`config.mk`:
```
export PLATFORM = sky130hd
export DESIGN_NAME = sar_evt_status
export DESIGN_NICKNAME = d
export VERILOG_FILES = /design/src/rtl/sar_evt_pkg.sv /design/src/rtl/evt_status_bit.sv /design/src/rtl/evt_mask_reg.sv /design/src/rtl/evt_irq_gen.sv /design/src/rtl/sar_evt_status.sv
export SDC_FILE = /design/constraint.sdc
export NUM_CORES = 1
export LEC_CHECK = 0
export BUFFER_PORTS_ARGS = -buffer_cell sky130_fd_sc_hd__buf_4
export CORE_ASPECT_RATIO = 0.8
export CORE_UTILIZATION = 34
export CTS_CLUSTER_DIAMETER = 200
export DETAILED_ROUTE_END_ITERATION = 6
export PLACE_DENSITY = 0.64
export SETUP_SLACK_MARGIN = 0.02
export SLEW_MARGIN = 20
export SYNTH_ARGS = -nofsm -noshare
export SYNTH_HDL_FRONTEND = slang
export SYNTH_SLANG_ARGS = --single-unit
```
`constraint.sdc`:
```
create_clock -name clk -period 1.83 [get_ports clk]
set_input_delay 0.183 -clock clk [delete_from_list [all_inputs] [get_ports clk]]
set_output_delay 0.183 -clock clk [all_outputs]
set_load 0.02 [all_outputs]
```
`src/rtl/sar_evt_pkg.sv`:
```
package sar_evt_pkg;

    localparam int EVT_W    = 11;
    localparam int HOST_W   = 32;

    // Bit positions in the status vector (host software decodes these).
    localparam int B_RX_CMPL_UPD   = 0;
    localparam int B_TX_CMPL_UPD   = 1;
    localparam int B_RX_SFREE_NA   = 2;
    localparam int B_RX_BFREE_NA   = 3;
    localparam int B_RX_CMPL_NA    = 4;
    localparam int B_TX_CMPL_NA    = 5;
    localparam int B_TX_FREEZE     = 6;
    localparam int B_RX_FREEZE     = 7;
    localparam int B_BUS_ERR_ACK   = 8;
    localparam int B_BUS_LATE_ERR  = 9;
    localparam int B_LOOPBACK      = 10;

    // Bits that survive a host read.
    localparam logic [EVT_W-1:0] KEEP_ON_READ =
        (EVT_W'(1) << B_TX_FREEZE) |
        (EVT_W'(1) << B_BUS_ERR_ACK) |
        (EVT_W'(1) << B_BUS_LATE_ERR);

    typedef struct packed {
        logic q;
    } bit_state_t;

endpackage

```
`src/rtl/evt_status_bit.sv`:
```
module evt_status_bit #(
    parameter bit KEEP = 1'b0
) (
    input  logic clk,
    input  logic rst_n,
    input  logic set_i,
    input  logic rd_i,
    input  logic w1c_i,
    output logic q_o
);
    import sar_evt_pkg::*;

    bit_state_t st_d, st_q;
    logic       rd_clr;

    // Reads only clear bits that are not marked to keep.
    assign rd_clr = rd_i & ~KEEP;

    always_comb begin
        st_d = st_q;
        if (rd_clr || w1c_i) begin
            st_d.q = 1'b0;
        end
        if (set_i) begin
            st_d.q = 1'b1;   // set dominates any clear
        end
    end

    always_ff @(posedge clk) begin
        if (!rst_n) begin
            st_q <= '0;
        end else begin
            st_q <= st_d;
        end
    end

    assign q_o = st_q.q;

    // a set pulse always leaves the bit set.
    a_r3_set_wins: assert property (@(posedge clk) disable iff (!rst_n)
        set_i |=> q_o);

    generate
        if (KEEP) begin : g_keep
            // reads alone never drop a kept bit.
            a_r5_keep_on_read: assert property (@(posedge clk) disable iff (!rst_n)
                (q_o && !w1c_i) |=> q_o);
        end else begin : g_clr
            // read without a set clears the bit.
            a_r4_read_clears: assert property (@(posedge clk) disable iff (!rst_n)
                (rd_i && !set_i) |=> !q_o);
        end
    endgenerate

    // write-one-to-clear without a set clears the bit.
    a_r6_w1c_clears: assert property (@(posedge clk) disable iff (!rst_n)
        (w1c_i && !set_i) |=> !q_o);

endmodule

```
`src/rtl/evt_mask_reg.sv`:
```
module evt_mask_reg #(
    parameter int W = 11
) (
    input  logic         clk,
    input  logic         rst_n,
    input  logic         we_i,
    input  logic [W-1:0] wdata_i,
    output logic [W-1:0] mask_o
);
    typedef struct packed {
        logic [W-1:0] mask;
    } mask_state_t;

    mask_state_t st_d, st_q;

    always_comb begin
        st_d = st_q;
        if (we_i) begin
            st_d.mask = wdata_i;
        end
    end

    always_ff @(posedge clk) begin
        if (!rst_n) begin
            st_q <= '0;
        end else begin
            st_q <= st_d;
        end
    end

    assign mask_o = st_q.mask;

    // without a write the mask is unchanged.
    a_r7_mask_stable: assert property (@(posedge clk) disable iff (!rst_n)
        !we_i |=> $stable(mask_o));

endmodule

```
`src/rtl/evt_irq_gen.sv`:
```
module evt_irq_gen #(
    parameter int W = 11
) (
    input  logic [W-1:0] status_i,
    input  logic [W-1:0] mask_i,
    output logic         irq_o
);
    always_comb begin
        irq_o = |(status_i & mask_i);
    end
endmodule

```
`src/rtl/sar_evt_status.sv`:
```
module sar_evt_status #(
    parameter int                                EVT_W  = sar_evt_pkg::EVT_W,
    parameter int                                HOST_W = sar_evt_pkg::HOST_W,
    parameter logic [sar_evt_pkg::EVT_W-1:0]     KEEP_M = sar_evt_pkg::KEEP_ON_READ
) (
    input  logic              clk,
    input  logic              rst_n,
    input  logic [EVT_W-1:0]  evt_set_i,
    input  logic              rd_en_i,
    output logic [HOST_W-1:0] rd_data_o,
    input  logic              w1c_en_i,
    input  logic [EVT_W-1:0]  w1c_data_i,
    input  logic              mask_we_i,
    input  logic [EVT_W-1:0]  mask_wdata_i,
    output logic              irq_o
);
    localparam int PAD_W = HOST_W - EVT_W;

    logic [EVT_W-1:0] status;
    logic [EVT_W-1:0] mask;
    logic [EVT_W-1:0] w1c_vec;

    assign w1c_vec = w1c_data_i & {EVT_W{w1c_en_i}};

    genvar gi;
    generate
        for (gi = 0; gi < EVT_W; gi++) begin : g_bit
            evt_status_bit #(.KEEP(KEEP_M[gi])) u_bit (
                .clk   (clk),
                .rst_n (rst_n),
                .set_i (evt_set_i[gi]),
                .rd_i  (rd_en_i),
                .w1c_i (w1c_vec[gi]),
                .q_o   (status[gi])
            );
        end
    endgenerate

    evt_mask_reg #(.W(EVT_W)) u_mask (
        .clk     (clk),
        .rst_n   (rst_n),
        .we_i    (mask_we_i),
        .wdata_i (mask_wdata_i),
        .mask_o  (mask)
    );

    evt_irq_gen #(.W(EVT_W)) u_irq (
        .status_i (status),
        .mask_i   (mask),
        .irq_o    (irq_o)
    );

    assign rd_data_o = {{PAD_W{1'b0}}, status};

    // the level holds while nothing can clear a cause or drop a mask bit.
    a_r8_irq_level_hold: assert property (@(posedge clk) disable iff (!rst_n)
        (irq_o && !rd_en_i && !w1c_en_i && !mask_we_i) |=> irq_o);

    // an all-zero mask keeps the interrupt quiet.
    a_r7_zero_mask_quiet: assert property (@(posedge clk) disable iff (!rst_n)
        (mask == '0) |-> !irq_o);

    // a fresh event with its enable set raises the interrupt next cycle.
    a_r2_event_to_irq: assert property (@(posedge clk) disable iff (!rst_n)
        (|(evt_set_i & mask) && !mask_we_i) |=> irq_o);

endmodule

```
==> qor.txt, run 1 <==
Syn Area/Cell: 9.56 um2
GPL Wtd Cong: 0.695
Top_reg_cell synth: dfxtp_1
Core footprint: 0.00315 mm2
DRC viols: 0
H-tree depth: 1
IO Port Bufs: 49
Global-route total usage across every layer: 13.2%
TritonCTS Buffers: 3
Clk_skew: 0 ps
Drt first pass iters: 4
Share of Yosys cell area claimed by the top area cell type: 38.1%
R2R Path Start: g_bit[4].u_bit.q_o
WL final: 2340 um
Routing usage on met3: 3.18%
Cell Area, Synth: 0.00116 mm2
Routing usage on met1: 17.6%
Syn Inst Count: 121
Post-route setup TNS: 0 ps
Initial antenna violation count: 0
Wirelength per Cell: 12.0 um
Num rows: 18
CP startpoint: u_mask.mask_o[7]
Final hold viol count: 0
Library cells used by synthesis: 18
Initial Utilization: 36.7%
Post-Place Setup Slack: 638 ps
Max cap viols: 0
Via count of the first global-routing pass: 774
CTS Buffer Depth: 2
CTS tree: done
IO Pins: 71
Overflow after GRT: 0
Hpwl dp: 1870 um
Ys Warns: 0
Synth cell count leaders: buf_4, dfxtp_1, nor2b_1
Layout cells sized above 1: 35.3%
Final min period: 1460 ps
CP startpoint kind: flip-flop
CP endpoint kind: output pin
Slew Viols, Final: 0
Worst setup margin: 374 ps
RSZ-0062 raised after global routing: no
Die Y: 54.2 um
Reg clk slew, reported paths: 70 ps
Top-count cell post-synth: buf_4
Asr flop ratio synth: 0%
CP required: 1650 ps
Final Setup Violations: 0
Status: complete, no violations
Iter 0 DRT Violations: 9
Post-synthesis register bit count: 22
Largest net degree at the start of global routing: 23
# hold bufs at CTS: 0
Cell taking the most area after synthesis: dfxtp_1
Global-route wire length before repair: 3520 um
CTS resizes: 0
Hold/Removal Path Class: in2reg
Worst vdd ir: 0.000314 V
Crit path max fanout: 2
Crit path kind: reg2out
Fin nets: 196
Vias/cell: 4.23
Setup Buffers After CTS: 0
Sink Count: 22
Worst EP arrival: 1270 ps
Post-synthesis sequential area ratio: 38.1%
Pwr/cell area: 747 mW/mm2
Worst-skew pair later-pin latency: 250 ps
Synth top area cells: dfxtp_1, buf_4, mux2i_1
Antenna diodes: 0
Leak pwr: 0.682 nW
Highest clock rate: 687 MHz
Hold Path Origin: evt_set_i[3]
Vias: 830
Busiest layer in global routing: met2
Post-synth EDFFs: 0
P&R area growth vs syn: 22.4%
Tcrit/Tclk final: 79.6%
Chip width: 67.2 um
CTS root buffer: clkbuf_8
Met2 Use GR: 20.5%
Post-DRT Antenna Nets: 0
Die area: 0.00364 mm2
-- path summary, 6_finish.rpt --
kind,cells after the start,end,slack (ps)
setup / recovery,4,irq_o,370
setup reg to reg,3,g_bit[4].u_bit.q_o,980
hold / removal,2,g_bit[3].u_bit.q_o,130
hold reg to reg,2,u_mask.mask_o[4],530
-- stage by stage --
stage / hold slack [ps] / area (um2) / cells / util, % / power, mW
floorplan: 307 / 1230 / 141 / - / 0.730
global route: 122 / 1420 / 196 / 44.9 / 1.12
detailed placement: 396 / 1380 / 193 / 43.6 / 0.782
CTS: 126 / 1420 / 196 / 44.9 / 1.08
global placement: 394 / 1380 / 193 / 43.6 / 0.777
finish: 133 / 1420 / 196 / 44.9 / 1.06
-- area by class of cell --
class	instances	area [um2]
well taps	40	50.0
fillers	308	1740
clock buffers	3	41.3
multi-input cells	74	487
inverters	8	30.0
flip-flops and latches	22	440
repair buffers	49	368
-- state kept, by name, indices dropped and copies added, names as in the netlist --
name and flops:
u_mask.mask_o 11, g_bit.u_bit.q_o 11
-- worst max-delay path: stages, from the launching register on --
cell and delay [ps]:
dfxtp_1 320, a22o_2 260, a221oi_2 160, nand3_1 100, buf_4 180
-- per-layer routing --
layer  part of all wire (%)  vias up
met5                      0        -
met3                    7.4        0
met1                     46      373
met4                      0        0
li1                       -      421
met2                     47       36
-- cells in the final DEF, fill, tap and decap left out --
cell type   n
dfxtp_1    22
a211oi_1    8
a22o_1      1
a21oi_1     3
inv_1       8
nand2_1     3
conb_1     21
a221oi_2    2
buf_4      49
mux2i_1    11
a222oi_1    1
nand3_1     1
a22o_2      1
o21a_1      8
clkbuf_8    3
nor2b_1    14
-- where the power goes --
part           total, mW  leakage [nW]  switching [mW]  internal (mW)
combinational      0.236         0.478           0.122          0.114
sequential         0.533         0.183          0.0237          0.509
clock              0.290        0.0216           0.143          0.147
total               1.06         0.682           0.289          0.769
-- cell families (layout without fill, tap and decap cells) --
logic type	Yosys count	after routing	share of synthesized area [%]
muxes	11	11	9.51
buffers and inverters	45	60	26.4
DFF	22	22	38.1
other	1	21	0.324
AOI/OAI and AO/OA	24	24	16.8
and+or+nand+nor	18	18	8.97
Note: power is estimated with default switching activity, not from simulation.
==> inputs of run 2 (changes only) <==
==> constraint.sdc (replaced) <==
create_clock -name clk -period 1.5 [get_ports clk]
set_input_delay 0.15 -clock clk [delete_from_list [all_inputs] [get_ports clk]]
set_output_delay 0.15 -clock clk [all_outputs]
set_load 0.02 [all_outputs]
==> run 2 against run 1 <==
  * Register-to-register slack got worse by 330 ps
  * Sequential share of layout area fell by 0.23 points
  * Critical path depth stayed put
  * Power grew 23%
  * Sequential power grew 22%
  * Clock skew is the same
  * First-iteration DRC count is 44% higher
  * Count of clock-buffer cells in the layout did not move
  * Setup slack lost 300 ps
  * Critical path type unchanged
==> qor.txt, run 2 (same netlist as run 1, synthesis figures left out) <==
Status: complete, no violations
Final Setup Violations: 0
CTS root buffer: clkbuf_8
TritonCTS Buffers: 3
Multi-input gate area: 494 um2
Pwr/cell area: 904 mW/mm2
Vias: 831
Reg clk slew, reported paths: 70 ps
Internal reg-to-reg setup slack: 650 ps
Global-route total usage across every layer: 13.2%
Hpwl dp: 1870 um
Largest net degree at the start of global routing: 23
Core footprint: 0.00315 mm2
Worst vdd ir: 0.000382 V
Worst EP arrival: 1270 ps
Via count of the first global-routing pass: 774
Final instance area: 0.00144 mm2
Max cap viols: 0
Most frequent cells in the layout: buf_4, conb_1, dfxtp_1, nor2b_1, mux2i_1
Pwr Total: 1.30 mW
Hold/Removal Path Class: in2reg
CP endpoint kind: output pin
Highest clock rate: 702 MHz
Leak pwr: 0.695 nW
P&R area growth vs syn: 24.3%
CTS tree: done
Fin nets: 197
Commonest non-fill, non-tap cell in the layout: buf_4
H-tree depth: 1
Final hold viol count: 0
Slew Viols, Final: 0
Worst hold slack: 101 ps
Sink Count: 22
FILL cells: 308
Antenna diodes: 0
Worst-skew pair later-pin latency: 250 ps
Chip width: 67.2 um
Tcrit/Tclk final: 95.0%
Storage element area: 444 um2
CP startpoint kind: flip-flop
Die area: 0.00364 mm2
Num rows: 18
Crit path max fanout: 2
Initial Utilization: 36.7%
RSZ-0062 raised after global routing: yes
Clk_skew: 0 ps
DRC viols: 0
Final min period: 1420 ps
Vias/cell: 4.22
Iter 0 DRT Violations: 13
Die Y: 54.2 um
Dpl cell area: 0.00138 mm2
GPL Wtd Cong: 0.695
Wirelength per Cell: 12.0 um
Initial antenna violation count: 0
IO Pins: 71
Post-DRT Antenna Nets: 0
Drt first pass iters: 4
Fin util: 45.6%
IO Port Bufs: 49
WL final: 2360 um
Layout cells sized above 1: 37.6%
CP required: 1350 ps
Crit path kind: reg2out
CTS Buffer Depth: 2
Overflow after GRT: 0
Global-route wire length before repair: 3520 um
[run 2: cell count changes in the layout (fill, tap and decap cells not counted), sizes merged]
cell / before / now
buf: 49 / 50
[run 2: area by class of cell]
cell class / instances / area share [%]
clock buffers: 3 / 2.87
well taps: 40 / 3.48
repair buffers: 50 / 26.3
flip-flops and latches: 22 / 30.9
inverters: 8 / 2.09
multi-input cells: 74 / 34.3
[run 2: timing repair]
item	in CTS	in global routing
hold buffers	0	0
resized for setup	0	5
endpoints found under the setup margin	0	1
setup buffers	0	1
[run 2: critical path: stages (launching register included)]
cell      delay (ps)
dfxtp_2          330
a22o_4           250
a221oi_2         160
nand3_1          120
buf_6            160
[run 2: worst paths after layout]
check / startpoint / to / cells past startpoint
worst min-delay path: evt_set_i[0] / g_bit[0].u_bit.q_o / 2
worst min register to register: u_mask.mask_o[4] / u_mask.mask_o[4] / 2
worst max-delay path: u_mask.mask_o[7] / irq_o / 4
worst max register to register: g_bit[4].u_bit.q_o / g_bit[4].u_bit.q_o / 3
[run 2: per-layer routing]
metal	wire (um)	vias to the layer above	share of wire [%]	global-route usage (%)
met5	0	-	0	0
met4	0	0	0	5.32
met3	162	0	6.9	3.18
met2	1100	34	47	20.5
met1	1100	375	46	17.6
li1	-	422	-	-
[run 2: through the flow]
stage | setup WS, ps | setup TNS (ps) | std cells
final | 75.4 | 0 | 197
after global routing | -33.4 | -33.4 | 197
after CTS | 52.3 | 0 | 196
after detailed placement | 341 | 0 | 193
after global placement | 341 | 0 | 193
after floorplan | 440 | 0 | 141
[run 2: power by group]
part / switching, mW / leakage (nW) / internal (mW)
Combinational: 0.151 / 0.490 / 0.145
Sequential: 0.0299 / 0.184 / 0.622
Clock: 0.174 / 0.0216 / 0.179
